[config.mk]
export PLATFORM = sky130hd
export DESIGN_NAME = fifo_stat_seq
export DESIGN_NICKNAME = d
export VERILOG_FILES = /design/src/rtl/fsq_pkg.sv /design/src/rtl/fsq_countdown.sv /design/src/rtl/fsq_flag.sv /design/src/rtl/fifo_stat_seq.sv
export SDC_FILE = /design/constraint.sdc
export NUM_CORES = 1
export LEC_CHECK = 0
export BUFFER_PORTS_ARGS = -buffer_cell sky130_fd_sc_hd__buf_2
export CELL_PAD_IN_SITES_DETAIL_PLACEMENT = 0
export CELL_PAD_IN_SITES_GLOBAL_PLACEMENT = 1
export CORE_MARGIN = 5
export CORE_UTILIZATION = 49
export CTS_CLUSTER_SIZE = 16
export DETAILED_ROUTE_END_ITERATION = 6
export PLACE_DENSITY = 0.94
export SYNTH_ARGS = -nofsm -noshare
export SYNTH_HDL_FRONTEND = slang
export SYNTH_HIERARCHICAL = 1
export SYNTH_SLANG_ARGS = --single-unit
[constraint.sdc]
create_clock -name clk -period 5 [get_ports clk]
set_clock_uncertainty 0.05 [all_clocks]
set_input_delay 1.5 -clock clk [delete_from_list [all_inputs] [get_ports clk]]
set_output_delay 1.5 -clock clk [all_outputs]
set_load 0.005 [all_outputs]
[src/rtl/fsq_pkg.sv]
package fsq_pkg;

   // Status word bit positions (decoded by the reading side)
   localparam int STAT_IN_BIT  = 5;
   localparam int STAT_MID_BIT = 4;
   localparam int STAT_OUT_BIT = 0;

   // A stage either rises on the write itself or after its own delay
   typedef enum logic {
      STG_IMMEDIATE = 1'b0,
      STG_DELAYED   = 1'b1
   } stage_kind_e;

   // Saturating add used for every count that can grow on extension
   function automatic logic [31:0] fsq_sat_add(input logic [31:0] a,
                                               input logic [31:0] b,
                                               input logic [31:0] cap);
      logic [32:0] s;
      s = {1'b0, a} + {1'b0, b};
      if (s > {1'b0, cap}) return cap;
      return s[31:0];
   endfunction

endpackage

[src/rtl/fsq_countdown.sv]
module fsq_countdown #(
   parameter int CNT_W  = 16,
   parameter bit EXTEND = 1'b1
) (
   input  logic             clk,
   input  logic             rst_n,
   input  logic             load_i,
   input  logic [CNT_W-1:0] load_val_i,
   input  logic             ext_i,
   input  logic [CNT_W-1:0] ext_val_i,
   output logic             valid_o,
   output logic [CNT_W-1:0] count_o,
   output logic             fire_o
);
   import fsq_pkg::*;

   localparam logic [31:0] CNT_CAP = 32'((64'd1 << CNT_W) - 64'd1);

   logic             valid_q;
   logic [CNT_W-1:0] count_q;
   logic             do_ext;
   logic [CNT_W-1:0] ext_sum;

   // Extension applies only to a running timer of an extendable kind
   assign do_ext  = EXTEND && ext_i && valid_q;
   assign ext_sum = CNT_W'(fsq_sat_add(32'(count_q) - 32'd1, 32'(ext_val_i), CNT_CAP));
   assign fire_o  = valid_q && (count_q == CNT_W'(1)) && !do_ext;

   always_ff @(posedge clk or negedge rst_n) begin
      if (!rst_n) begin
         valid_q <= 1'b0;
         count_q <= '0;
      end else if (!valid_q) begin
         if (load_i) begin
            valid_q <= 1'b1;
            count_q <= load_val_i;
         end
      end else if (do_ext) begin
         count_q <= ext_sum;
      end else if (count_q == CNT_W'(1)) begin
         valid_q <= 1'b0;
         count_q <= '0;
      end else begin
         count_q <= count_q - CNT_W'(1);
      end
   end

   assign valid_o = valid_q;
   assign count_o = count_q;

   AST_EXTEND_GROWS: assert property (@(posedge clk) disable iff (!rst_n)
      (EXTEND && valid_q && ext_i) |=> (valid_q && count_q >= $past(count_q))) else $error("extend shrank timer");

   AST_LOAD_FROM_IDLE: assert property (@(posedge clk) disable iff (!rst_n)
      (!valid_q && load_i) |=> (valid_q && count_q == $past(load_val_i))) else $error("idle timer not loaded");

   AST_FIRE_TO_IDLE: assert property (@(posedge clk) disable iff (!rst_n)
      fire_o |=> !valid_q) else $error("timer stayed valid after firing");

endmodule

[src/rtl/fsq_flag.sv]
module fsq_flag #(
   parameter int                  CNT_W = 16,
   parameter fsq_pkg::stage_kind_e KIND = fsq_pkg::STG_DELAYED,
   parameter int                  RISE  = 60,
   parameter int                  HOLD  = 160
) (
   input  logic clk,
   input  logic rst_n,
   input  logic wr_i,
   output logic flag_o
);
   import fsq_pkg::*;

   localparam logic [31:0] CNT_CAP = 32'((64'd1 << CNT_W) - 64'd1);

   logic             set_evt;
   logic [CNT_W-1:0] fall_load;
   logic             fall_valid;
   logic [CNT_W-1:0] fall_cnt;
   logic             fall_fire;
   logic             flag_q;

   initial begin
      assert (HOLD >= 1) else $error("hold must be at least one cycle");
   end

   generate
      if (KIND == STG_IMMEDIATE) begin : g_now
         // Rises on the write edge; fall counted from the write
         assign set_evt   = wr_i;
         assign fall_load = CNT_W'(HOLD);
      end else begin : g_late
         logic             rise_valid;
         logic [CNT_W-1:0] rise_cnt;
         logic             rise_fire;
         logic [CNT_W-1:0] rise_after;

         initial begin
            assert (RISE >= 1) else $error("delayed stage needs a rise delay");
         end

         // Rise timer: loaded only from idle, never extended
         fsq_countdown #(.CNT_W(CNT_W), .EXTEND(1'b0)) u_rise (
            .clk        (clk),
            .rst_n      (rst_n),
            .load_i     (wr_i),
            .load_val_i (CNT_W'(RISE)),
            .ext_i      (1'b0),
            .ext_val_i  ('0),
            .valid_o    (rise_valid),
            .count_o    (rise_cnt),
            .fire_o     (rise_fire)
         );

         // Distance to the rise point as seen after this edge
         assign rise_after = rise_valid ? (rise_cnt - CNT_W'(1)) : CNT_W'(RISE);
         assign fall_load  = CNT_W'(fsq_sat_add(32'(rise_after), 32'(HOLD), CNT_CAP));
         assign set_evt    = rise_fire;
      end
   endgenerate

   fsq_countdown #(.CNT_W(CNT_W), .EXTEND(1'b1)) u_fall (
      .clk        (clk),
      .rst_n      (rst_n),
      .load_i     (wr_i),
      .load_val_i (fall_load),
      .ext_i      (wr_i),
      .ext_val_i  (CNT_W'(HOLD)),
      .valid_o    (fall_valid),
      .count_o    (fall_cnt),
      .fire_o     (fall_fire)
   );

   // Fall takes priority when both edges meet
   always_ff @(posedge clk or negedge rst_n) begin
      if (!rst_n)         flag_q <= 1'b0;
      else if (fall_fire) flag_q <= 1'b0;
      else if (set_evt)   flag_q <= 1'b1;
   end

   assign flag_o = flag_q;

   AST_FALL_ENDS_FLAG: assert property (@(posedge clk) disable iff (!rst_n)
      fall_fire |=> !flag_q) else $error("flag survived its fall event");

   AST_HIGH_NEEDS_TIMER: assert property (@(posedge clk) disable iff (!rst_n)
      flag_q |-> (fall_valid && fall_cnt != '0)) else $error("flag high without pending fall");

endmodule

[src/rtl/fifo_stat_seq.sv]
module fifo_stat_seq #(
   parameter int CNT_W    = 16,
   parameter int STAT_W   = 32,
   parameter int IN_HOLD  = 60,
   parameter int MID_RISE = 60,
   parameter int MID_HOLD = 160,
   parameter int OUT_RISE = 120,
   parameter int OUT_HOLD = 420
) (
   input  logic              clk,
   input  logic              rst_n,
   input  logic              wr_stb,
   output logic [STAT_W-1:0] status_word
);
   import fsq_pkg::*;

   localparam int N_STG = 3;
   localparam int STG_POS [N_STG] = '{STAT_IN_BIT, STAT_MID_BIT, STAT_OUT_BIT};
   localparam int STG_RISE[N_STG] = '{0, MID_RISE, OUT_RISE};
   localparam int STG_HOLD[N_STG] = '{IN_HOLD, MID_HOLD, OUT_HOLD};
   localparam longint CNT_CAP = (64'd1 << CNT_W) - 64'd1;

   initial begin
      assert (CNT_W >= 8 && CNT_W <= 31) else $error("CNT_W out of range");
      assert (STAT_W > STAT_IN_BIT) else $error("status word too narrow");
      assert (longint'(MID_RISE) + longint'(MID_HOLD) <= CNT_CAP) else $error("middle stage exceeds counter");
      assert (longint'(OUT_RISE) + longint'(OUT_HOLD) <= CNT_CAP) else $error("output stage exceeds counter");
   end

   logic [N_STG-1:0] flag_w;

   generate
      for (genvar g = 0; g < N_STG; g++) begin : g_stage
         fsq_flag #(
            .CNT_W (CNT_W),
            .KIND  ((g == 0) ? STG_IMMEDIATE : STG_DELAYED),
            .RISE  (STG_RISE[g]),
            .HOLD  (STG_HOLD[g])
         ) u_flag (
            .clk    (clk),
            .rst_n  (rst_n),
            .wr_i   (wr_stb),
            .flag_o (flag_w[g])
         );
      end
   endgenerate

   always_comb begin
      status_word = '0;
      for (int i = 0; i < N_STG; i++) status_word[STG_POS[i]] = flag_w[i];
   end

   AST_IN_ON_WRITE: assert property (@(posedge clk) disable iff (!rst_n)
      wr_stb |=> status_word[STAT_IN_BIT]) else $error("input flag not raised by write");

endmodule

==> reports/results.tsv, run 1 <==
metric	value	unit
gr usage total	21.5	%
Post-synth EDFFs	0	
Top delay family on crit path	simple AND/OR/NAND/NOR gates	
first-iteration detailed-routing DRC count	717	
cts hold-fix bufs	0	
R2R Setup Slk	0.37	ns
initial cell density of the core	50.0	%
die area	0.0263	mm²
Most used DFF post-synth	dfrtp_1	
Via density	5.97	
GRT Residual Overflow	0	
Yosys warning count	6	
GPL Wtd Cong	0.885	
Setup Fix Bufs, Post-CTS	0	
Async S/R FF share, synth	100	%
max cap viols	0	
cells after synthesis	1432	
fin. max-slew vios	0	
clock buffer count from CTS	9	
Max Fclk	216	MHz
Core Area	0.0227	mm²
initial antenna violation count	0	
final hold violations	0	
FF+latch count, synth	88	
drt total wl	28.7	mm
clk root buf	clkbuf_16	
Worst path most repeated cell	ha_1	
Syn Std Cell Area	0.0113	mm²
Longest Clk Path Bufs	2	
n_diodes	0	
Final Cycle Share	92.6	%
slowest stage delay, CP	0.45	ns
Peak VDD IR	0.210	mV
Final #Nets	1567	
slowest CP cell	dfrtp_1	
Worst setup EP type	register	
hold depth	1	
Antenna Nets Post-Route	0	
largest fanout on the critical path	13	
Worst Reg2Reg Path Length in Cells	19	
slew of the pin with the lowest slew margin	0.886	ns
Lkg Pwr	4.91	nW
WP buf/inv	2	
Min Hold Slack	0.441	ns
CP Launch Type	register	
DR WL/cell	16.1	µm
largest net degree at the start of global routing	62	
distinct cell type count after synthesis	105	
critical path start-end classification	reg -> reg	
DRC	0	
pwr/cell area	622	mW/mm²
PortBufs	5	
IO Count	35	
total number of vias	10600	
die height	162	µm
first-pass GRT wire length	48.0	mm
Critical Path AT	4.79	ns
worst path required time	5.16	ns
worst rel slew slack	40.8	%
post-DP HPWL	21.3	mm
outcome	finished, final reports clean	
minimum clock period	4.63	ns
CTS Sinks	88	
die width	162	µm
non-filler cells in the finished layout	1784	
CTS clk-pin slew, worst paths	0.07	ns
P&R area growth vs syn	5.88	%
hold endpoint	g_stage[0].u_flag/flag_o$_DFFE_PN0P_	
R2R Path Start	g_stage[0].u_flag/u_fall/count_o[0]$_DFFE_PN0P_	
Final setup viols	0	
post-synthesis sequential area ratio	19.4	%
Synth Area per Inst	7.92	µm²
share of layout cells above drive strength 1	8.47	%
FP Rows	55	
hold wc startpoint	g_stage[0].u_flag/flag_o$_DFFE_PN0P_	
CTS tree	done	
depth of the CTS H-tree	3	
total negative slack	0	ns
Critical R2R Capture	g_stage[0].u_flag/u_fall/count_o[15]$_DFFE_PN0P_	
cells along the critical path	inv_1, ha_1, nor3b_4, nand3_1, nor2_1, xor2_1, ha_1, or2_2, a21oi_1, a31oi_1, a21o_1, a2111oi_0, a21oi_1, ha_1, nor4b_2, a21oi_2, nor2_1, buf_4, o211ai_1	
placed cell count	1768	
post-CTS resize count	0	
Hold WC Path Type	reg -> reg	
Worst-Skew Late Latency	0.35	ns
number of global-route vias before repair	9949	
DR pass1 iterations	5	
cells in the final DEF, fill, tap and decap left out, types with 22 or more instances in the layout:
master,count
xnor2_1,68
a31oi_1,34
xor2_1,54
mux2i_1,22
o22ai_1,31
dfrtp_1,88
conb_1,130
a21oi_1,109
o21ai_0,56
nor2_1,127
ha_1,67
nor3_1,40
nand2b_1,27
inv_1,81
nand2_1,99
nand3_1,41
power breakdown:
| part | leakage [nW] | switching [W] | total, W | internal, W |
|---|---|---|---|---|
| Combinational | 3.74 | 0.00280 | 0.00499 | 0.00219 |
| Sequential | 1.02 | 0.000733 | 0.00177 | 0.00103 |
| Clock | 0.145 | 0.000316 | 0.000717 | 0.000401 |
| Total | 4.91 | 0.00385 | 0.00748 | 0.00363 |
layer usage:
| metal | up-vias | global-route usage [%] | part of all wire (%) |
|---|---|---|---|
| met4 | 0 | 6.00 | 1.7 |
| met5 | - | 0 | 0 |
| li1 | 5245 | - | - |
| met1 | 5112 | 29.2 | 47 |
| met2 | 243 | 36.4 | 47 |
| met3 | 43 | 2.31 | 4.0 |
area by class of cell:
class | instances | area, µm²
clock buffer | 11 | 243
clock inverter | 5 | 56.3
fill | 2170 | 10700
inverter | 86 | 323
multi-input combinational | 1291 | 8710
sequential | 88 | 2200
tap | 285 | 357
timing repair buffer | 18 | 128
flip-flops by register name, summed over array words and instances (netlist names):
register                              cells
g_stage.u_flag/u_fall/count_o            48
g_stage.u_flag/g_late.u_rise/count_o     32
g_stage.u_flag/flag_o                     3
g_stage.u_flag/u_fall/valid_o             3
g_stage.u_flag/g_late.u_rise/valid_o      2
kinds of logic after synthesis:
family                     synth area share (%)
and+or+nand+nor                            25.1
muxes                                      2.44
adders and majority gates                  7.92
buffers and inverters                      8.15
xor gates and xnor gates                   9.56
AOI/OAI and AO/OA                          27.2
other                                     0.232
DFF                                        19.4
through the flow:
step	area (µm²)	setup WS, ns	utilization [%]	total power [W]
CTS	12000	0.145	52.8	0.00734
floorplan	11800	0.665	-	0.00567
global placement	11700	0.283	51.5	0.00646
global route	12000	-0.0353	52.9	0.00816
detailed placement	11700	0.156	51.5	0.00659
finish	12000	0.370	52.9	0.00748
synthesized netlist by cell type, types with 20 or more instances:
master | count | share of area, %
xor2_1 | 54 | 4.2
nand2_1 | 99 | 3.3
nor3_1 | 40 | 1.8
o2bb2ai_1 | 20 | 1.5
nor2_1 | 127 | 4.2
dfrtp_1 | 88 | 19
a31oi_1 | 34 | 1.9
inv_1 | 81 | 2.7
ha_1 | 67 | 7.4
a21oi_1 | 109 | 4.8
o31ai_1 | 20 | 1.3
xnor2_1 | 68 | 5.2
mux2i_1 | 22 | 1.9
buf_4 | 35 | 2.3
nand2b_1 | 27 | 1.5
o22ai_1 | 31 | 1.7
clkbuf_1 | 28 | 0.93
o21ai_0 | 57 | 2.5
nand3_1 | 41 | 1.8
worst max-delay path by stage:
stage,start,end,slack [ns],cells after the start
6_report,g_stage[0].u_flag/u_fall/count_o[0]$_DFFE_PN0P_,g_stage[0].u_flag/u_fall/count_o[15]$_DFFE_PN0P_,0.37,19
5_1_grt,g_stage[0].u_flag/u_fall/count_o[0]$_DFFE_PN0P_,g_stage[0].u_flag/u_fall/count_o[15]$_DFFE_PN0P_,-0.04,19
4_1_cts,g_stage[0].u_flag/u_fall/count_o[0]$_DFFE_PN0P_,g_stage[0].u_flag/u_fall/count_o[15]$_DFFE_PN0P_,0.15,19
3_5_place_dp,g_stage[0].u_flag/u_fall/count_o[0]$_DFFE_PN0P_,g_stage[0].u_flag/u_fall/count_o[15]$_DFFE_PN0P_,0.16,19
3_3_place_gp,g_stage[0].u_flag/u_fall/count_o[0]$_DFFE_PN0P_,g_stage[0].u_flag/u_fall/count_o[15]$_DFFE_PN0P_,0.28,19
2_1_floorplan,g_stage[0].u_flag/u_fall/count_o[0]$_DFFE_PN0P_,g_stage[0].u_flag/u_fall/count_o[1]$_DFFE_PN0P_,0.66,19
Note: power is estimated with default switching activity, not from simulation.
==> run 2, diff against run 1 <==
--- a/config.mk
+++ b/config.mk
@@ -5,7 +5,8 @@
 export SDC_FILE = /design/constraint.sdc
 export NUM_CORES = 1
 export LEC_CHECK = 0
-export BUFFER_PORTS_ARGS = -buffer_cell sky130_fd_sc_hd__buf_2
+export BUFFER_PORTS_ARGS = -buffer_cell sky130_fd_sc_hd__buf_4
+export CAP_MARGIN = 20
 export CELL_PAD_IN_SITES_DETAIL_PLACEMENT = 0
 export CELL_PAD_IN_SITES_GLOBAL_PLACEMENT = 1
 export CORE_MARGIN = 5
==> run 2 against run 1 <==
  * Worst setup slack better by 0.0096 ns
  * Design area is 0.23% higher
  * Via count is 0.85% lower
  * Core utilization is 0.12 points higher
  * Flip-flop and latch count stayed put
  * Largest cell class unchanged
  * Critical endpoint is now g_stage[2].u_flag/u_fall/count_o[2]$_DFFE_PN0P_
  * Critical path type unchanged
  * Count of clock-buffer cells in the layout is 1 lower
  * Sequential share of layout area hardly changed
  * Sequential power hardly changed
==> reports/results.tsv, run 2 (synthesized netlist as in run 1, its figures left out) <==
metric	value	unit	change
outcome	finished, final reports clean		
sw power	0.00384	W	-0.34%
most common library cell in the layout ignoring fill and taps	conb_1		
Longest Clk Path Bufs	2		unchanged
die height	162	µm	unchanged
Comb pwr share	66.0	%	-0.8 points
Hold WC Path Type	reg -> reg		
minimum clock period	4.62	ns	-0.00964 ns
total negative slack	0	ns	unchanged
pwr/cell area	624	mW/mm²	+0.27%
commonest non-fill, non-tap cells in the layout	conb_1, nor2_1, a21oi_1, nand2_1, dfrtp_1		
initial cell density of the core	50.0	%	unchanged
hold depth	2		+1
Critical R2R Capture	g_stage[2].u_flag/u_fall/count_o[2]$_DFFE_PN0P_		
first-pass GRT wire length	48.4	mm	+0.86%
PortBufs	5		unchanged
total number of vias	10600		-0.85%
CTS clk-pin slew, worst paths	0.07	ns	about the same
largest fanout on the critical path	8		-5
IO Count	35		unchanged
Lkg Pwr	4.92	nW	+0.20%
GRT Residual Overflow	0		unchanged
RSZ-0062 raised after global routing	no		
P&R area growth vs syn	6.12	%	
Layout Utilization	53.0	%	+0.12 points
Final Cycle Share	92.4	%	-0.19 points
Worst Reg2Reg Path Length in Cells	18		-1
max FFs per register	48		unchanged
Worst-Skew Late Latency	0.36	ns	about the same
gr usage total	21.6	%	+0.15 points
DR WL/cell	16.1	µm	about the same
drt total wl	28.7	mm	-0.15%
share of layout cells above drive strength 1	8.41	%	-0.061 points
number of global-route vias before repair	10000		+0.87%
depth of the CTS H-tree	3		unchanged
Pint	0.00368	W	+1.4%
clock power share	10.4	%	+0.8 points
worst path required time	5.16	ns	about the same
DR pass1 iterations	5		unchanged
Final setup viols	0		unchanged
first-iteration detailed-routing DRC count	876		+22%
Critical Path AT	4.78	ns	about the same
initial antenna violation count	0		unchanged
Max Fclk	216	MHz	+0.21%
sequential share of power	23.6	%	about the same
critical path start-end classification	reg -> reg		
die width	162	µm	unchanged
die area	0.0263	mm²	unchanged
CP Launch Type	register		
R2R Path Start	g_stage[2].u_flag/u_fall/count_o[2]$_DFFE_PN0P_		
clock buffer count from CTS	9		unchanged
final hold violations	0		unchanged
n_diodes	0		unchanged
FP Rows	55		unchanged
clk root buf	clkbuf_16		
Min Hold Slack	0.446	ns	+0.00558 ns
fin. max-slew vios	0		unchanged
largest net degree at the start of global routing	67		+8.1%
post-DP HPWL	21.0	mm	-1.2%
Peak VDD IR	0.217	mV	+3.4%
Via density	5.92		-0.79%
cts hold-fix bufs	0		unchanged
worst rel slew slack	37.9	%	-2.9 points
slew of the pin with the lowest slew margin	0.932	ns	+0.0454 ns
Final #Nets	1566		-0.064%
Filler cells	2182		+0.55%
hold wc startpoint	g_stage[2].u_flag/flag_o$_DFFE_PN0P_		
Core Area	0.0227	mm²	unchanged
CTS tree	done		
max cap viols	0		unchanged
Worst setup EP type	register		
CTS Sinks	88		unchanged
hold endpoint	g_stage[2].u_flag/flag_o$_DFFE_PN0P_		
Sw Ratio	51.1	%	-0.43 points
R2R Setup Slk	0.38	ns	about the same
DRC	0		unchanged
Antenna Nets Post-Route	0		unchanged
GPL Wtd Cong	0.861		-2.8%
==> run 2: changes by cell type in the layout (fill, tap and decap cells not counted), sizes merged <==
| cell | change |
|---|---|
| clkbuf | -1 |
| clkinv | -1 |
| clkinvlp | +1 |
| bufinv | +1 |
| buf | -1 |
==> run 2: metal layers <==
layer | part of all wire [%] | GRT usage, %
met2 | 47 | 36.1
met4 | 1.1 | 4.58
met5 | 0 | 0
met1 | 48 | 30.0
met3 | 4.0 | 3.10
==> run 2: how the worst max path moves through the flow <==
stage / cells after the start / slack (ns) / endpoint / from
2_1_floorplan: 19 / 0.66 / g_stage[0].u_flag/u_fall/count_o[1]$_DFFE_PN0P_ / g_stage[0].u_flag/u_fall/count_o[0]$_DFFE_PN0P_
3_3_place_gp: 19 / 0.32 / g_stage[0].u_flag/u_fall/count_o[15]$_DFFE_PN0P_ / g_stage[0].u_flag/u_fall/count_o[0]$_DFFE_PN0P_
3_5_place_dp: 19 / 0.18 / g_stage[0].u_flag/u_fall/count_o[15]$_DFFE_PN0P_ / g_stage[0].u_flag/u_fall/count_o[0]$_DFFE_PN0P_
4_1_cts: 19 / 0.16 / g_stage[0].u_flag/u_fall/count_o[15]$_DFFE_PN0P_ / g_stage[0].u_flag/u_fall/count_o[0]$_DFFE_PN0P_
5_1_grt: 18 / 0.03 / g_stage[2].u_flag/u_fall/count_o[2]$_DFFE_PN0P_ / g_stage[2].u_flag/u_fall/count_o[2]$_DFFE_PN0P_
6_report: 18 / 0.38 / g_stage[2].u_flag/u_fall/count_o[2]$_DFFE_PN0P_ / g_stage[2].u_flag/u_fall/count_o[2]$_DFFE_PN0P_
==> run 2: critical path: stages (launching register included) <==
cell and delay, ns:
dfrtp_1 0.45, nor4_1 0.62, nor2b_1 0.23, xnor2_1 0.07, inv_1 0.10, ha_1 0.29
o211ai_1 0.10, a21oi_1 0.09, o21ai_0 0.28, a31oi_1 0.23, a21o_1 0.22, a2111oi_0 0.40
a21oi_1 0.10, ha_1 0.30, nor4b_1 0.37, a21oi_2 0.14, nor2_1 0.16, buf_4 0.19
a221oi_1 0.10
==> run 2: timing repair <==
action / in CTS / in global routing
gates resized for setup: 0 / 5
setup endpoints to repair: 0 / 16
setup buffers: 0 / 0
==> run 2: layout make-up <==
cell class                 count  area, µm²  share of cell area (%)
inverter                      86        323                    2.68
tap                          285        357                    2.96
multi-input combinational   1291       8700                    72.3
clock buffer                  10        239                    1.98
timing repair buffer          17        128                    1.06
clock inverter                 6       92.6                   0.769
sequential                    88       2200                    18.3
==> run 2: power groups by stage <==
stage	registers [W]	clock network, W	logic, W
finish	0.00177	0.000782	0.00496
CTS	0.00176	0.000797	0.00483
detailed placement	0.00177	0	0.00480
global route	0.00185	0.000828	0.00554
global placement	0.00175	0	0.00470
floorplan	0.00152	0	0.00416
==> run 2: per-stage QoR <==
stage | cells | instance area (µm²) | total power [W] | setup WS, ns
4_1_cts | 1783 | 12000 | 0.00739 | 0.159
3_3_place_gp | 1767 | 11700 | 0.00646 | 0.320
6_report | 1783 | 12000 | 0.00751 | 0.379
2_1_floorplan | 1555 | 11800 | 0.00567 | 0.665
5_1_grt | 1783 | 12000 | 0.00821 | 0.0298
3_5_place_dp | 1767 | 11700 | 0.00656 | 0.181
==> run 3, diff against run 2 <==
--- a/config.mk
+++ b/config.mk
@@ -9,6 +9,7 @@
 export CAP_MARGIN = 20
 export CELL_PAD_IN_SITES_DETAIL_PLACEMENT = 0
 export CELL_PAD_IN_SITES_GLOBAL_PLACEMENT = 1
+export CORE_ASPECT_RATIO = 0.75
 export CORE_MARGIN = 5
 export CORE_UTILIZATION = 49
 export CTS_CLUSTER_SIZE = 16
==> run 3 against run 2 <==
  * Sequential power about the same
  * Worst setup slack worse by 0.064 ns
  * Clock power fell by 12%
  * Power fell by 0.18%
  * Critical path depth is the same
  * Combinational power is 2% higher
  * Worst hold slack improved by 0.0096 ns
  * Largest power group unchanged
  * Highest routed layer unchanged
==> reports/results.tsv, run 3 (synthesized netlist as in run 1, its figures left out) <==
metric	value	unit	change
slew of the pin with the lowest slew margin	0.873	ns	-0.0585 ns
critical path start-end classification	reg -> reg		
slowest stage delay, CP	0.45	ns	-0.17 ns
depth of the CTS H-tree	3		unchanged
initial antenna violation count	0		unchanged
GRT Residual Overflow	0		unchanged
CP Launch Type	register		
post-placement setup slack	0.203	ns	+0.0214 ns
final hold violations	0		unchanged
Hold WC Path Type	reg -> reg		
Via density	5.96		+0.66%
most common library cell in the layout ignoring fill and taps	conb_1		
max FFs per register	48		unchanged
total number of vias	10700		+1.5%
cts hold-fix bufs	0		unchanged
die width	186	µm	+15%
sequential share of power	23.6	%	about the same
crit path to	g_stage[2].u_flag/u_fall/count_o[15]$_DFFE_PN0P_		
Worst-Skew Late Latency	0.35	ns	about the same
Pint	0.00359	W	-2.3%
Max Fclk	213	MHz	-1.4%
Sw Ratio	52.1	%	+1.0 points
max cap viols	0		unchanged
clock buffer count from CTS	9		unchanged
Worst Slack Setup Final	0.315	ns	-0.0643 ns
GPL Wtd Cong	0.857		-0.43%
clk root buf	clkbuf_16		
gr usage total	22.5	%	+0.87 points
hold depth	1		-1
Worst setup EP type	register		
first-iteration detailed-routing DRC count	1039		+19%
CTS tree	done		
Comb pwr share	67.2	%	+1.2 points
CTS clk-pin slew, worst paths	0.07	ns	about the same
IO Count	35		unchanged
Critical R2R Capture	g_stage[2].u_flag/u_fall/count_o[15]$_DFFE_PN0P_		
largest net degree at the start of global routing	71		+6.0%
clock power share	9.1	%	-1.3 points
FP Rows	48		-13%
n_diodes	0		unchanged
share of layout cells above drive strength 1	8.34	%	-0.067 points
total power	0.00750	W	-0.18%
Final Cycle Share	93.7	%	+1.3 points
Final #Nets	1566		unchanged
pwr/cell area	623	mW/mm²	about the same
initial cell density of the core	49.6	%	-0.38 points
DR WL/cell	16.5	µm	+2.8%
worst path required time	5.17	ns	about the same
Critical Path AT	4.85	ns	+0.07 ns
Peak VDD IR	0.208	mV	-3.8%
slowest CP cell	dfrtp_1		
Longest Clk Path Bufs	2		unchanged
R2R Setup Slk	0.31	ns	-0.06 ns
post-DP HPWL	21.9	mm	+4.1%
Antenna Nets Post-Route	0		unchanged
sw power	0.00391	W	+1.9%
commonest non-fill, non-tap cells in the layout	conb_1, nor2_1, a21oi_1, nand2_1, dfrtp_1		
die area	0.0263	mm²	+0.12%
die height	142	µm	-13%
Final setup viols	0		unchanged
Core Area	0.0229	mm²	+0.76%
worst rel slew slack	41.8	%	+3.9 points
DR pass1 iterations	5		unchanged
number of global-route vias before repair	9954		-0.82%
Critical Path Start	g_stage[2].u_flag/u_fall/count_o[0]$_DFFE_PN0P_		
Lkg Pwr	4.90	nW	-0.25%
R2R Path Start	g_stage[2].u_flag/u_fall/count_o[0]$_DFFE_PN0P_		
cells along the critical path	inv_1, ha_1, nor3b_4, xor2_1, ha_1, o211ai_1, a21oi_1, o21ai_0, a31oi_1, a21o_1, a2111oi_1, a21oi_1, ha_1, nor4b_1, a21oi_2, nor2_1, buf_4, o211ai_1		
outcome	finished, final reports clean		
Worst Reg2Reg Path Length in Cells	18		unchanged
first-pass GRT wire length	50.1	mm	+3.6%
largest fanout on the critical path	13		+5
minimum clock period	4.69	ns	+0.0643 ns
CTS Sinks	88		unchanged
P&R area growth vs syn	6.03	%	about the same
Worst path most repeated cell	ha_1		
fin. max-slew vios	0		unchanged
DRC	0		unchanged
PortBufs	5		unchanged
drt total wl	29.7	mm	+3.7%
==> run 3: power by group through the flow <==
stage                     Clock, W  Combinational [W]  Sequential [W]
after global placement           0            0.00476         0.00175
after detailed placement         0            0.00486         0.00176
final                     0.000685            0.00504         0.00177
after CTS                 0.000699            0.00489         0.00175
after floorplan                  0            0.00416         0.00152
after global routing      0.000723            0.00563         0.00185
==> run 3: worst min-delay path by stage <==
stage | from | to | slack, ns
2_1_floorplan | g_stage[0].u_flag/flag_o$_DFFE_PN0P_ | g_stage[0].u_flag/flag_o$_DFFE_PN0P_ | 0.43
3_3_place_gp | g_stage[2].u_flag/flag_o$_DFFE_PN0P_ | g_stage[2].u_flag/flag_o$_DFFE_PN0P_ | 0.43
3_5_place_dp | g_stage[2].u_flag/flag_o$_DFFE_PN0P_ | g_stage[2].u_flag/flag_o$_DFFE_PN0P_ | 0.44
4_1_cts | g_stage[2].u_flag/flag_o$_DFFE_PN0P_ | g_stage[2].u_flag/flag_o$_DFFE_PN0P_ | 0.46
5_1_grt | g_stage[0].u_flag/flag_o$_DFFE_PN0P_ | g_stage[0].u_flag/flag_o$_DFFE_PN0P_ | 0.47
6_report | g_stage[0].u_flag/flag_o$_DFFE_PN0P_ | g_stage[0].u_flag/flag_o$_DFFE_PN0P_ | 0.46
==> run 3: final cells by class <==
| class | count | area, µm² |
|---|---|---|
| Inverter | 86 | 323 |
| Fill cell | 2171 | 10800 |
| Clock inverter | 3 | 25.0 |
| Timing Repair Buffer | 17 | 140 |
| Clock buffer | 13 | 260 |
| Multi-Input combinational cell | 1291 | 8710 |
| Tap cell | 300 | 375 |
| Sequential cell | 88 | 2200 |
==> run 3: metrics by stage <==
step	util [%]	cells	TNS, ns	area, µm²	hold slack [ns]
2_1_floorplan	-	1555	0	11800	0.432
3_3_place_gp	51.2	1782	0	11700	0.434
3_5_place_dp	51.2	1782	0	11700	0.444
6_report	52.6	1798	0	12000	0.456
5_1_grt	52.6	1798	-0.0437	12000	0.471
4_1_cts	52.5	1798	0	12000	0.460
==> run 3: repair_timing <==
item,CTS,global route
setup endpoints to repair,0,31
gates resized for setup,0,6
buffers inserted,0,0
==> run 3: metal layers <==
layer / vias to the layer above / global-route usage [%] / part of all wire, %
met2: 315 / 33.3 / 43
met3: 25 / 3.00 / 5.7
met5: - / 0 / 0
li1: 5243 / - / -
met1: 5129 / 35.3 / 51
met4: 0 / 3.64 / 0.85
==> run 3: worst max-delay path: cells and delay by family, from the launching register on <==
kind,cells,cell delay (ns)
flops,1,0.45
xor+xnor,1,0.16
buf+inv,2,0.33
compound gates,9,1.81
simple gates,3,0.82
fa+ha+maj,3,0.93
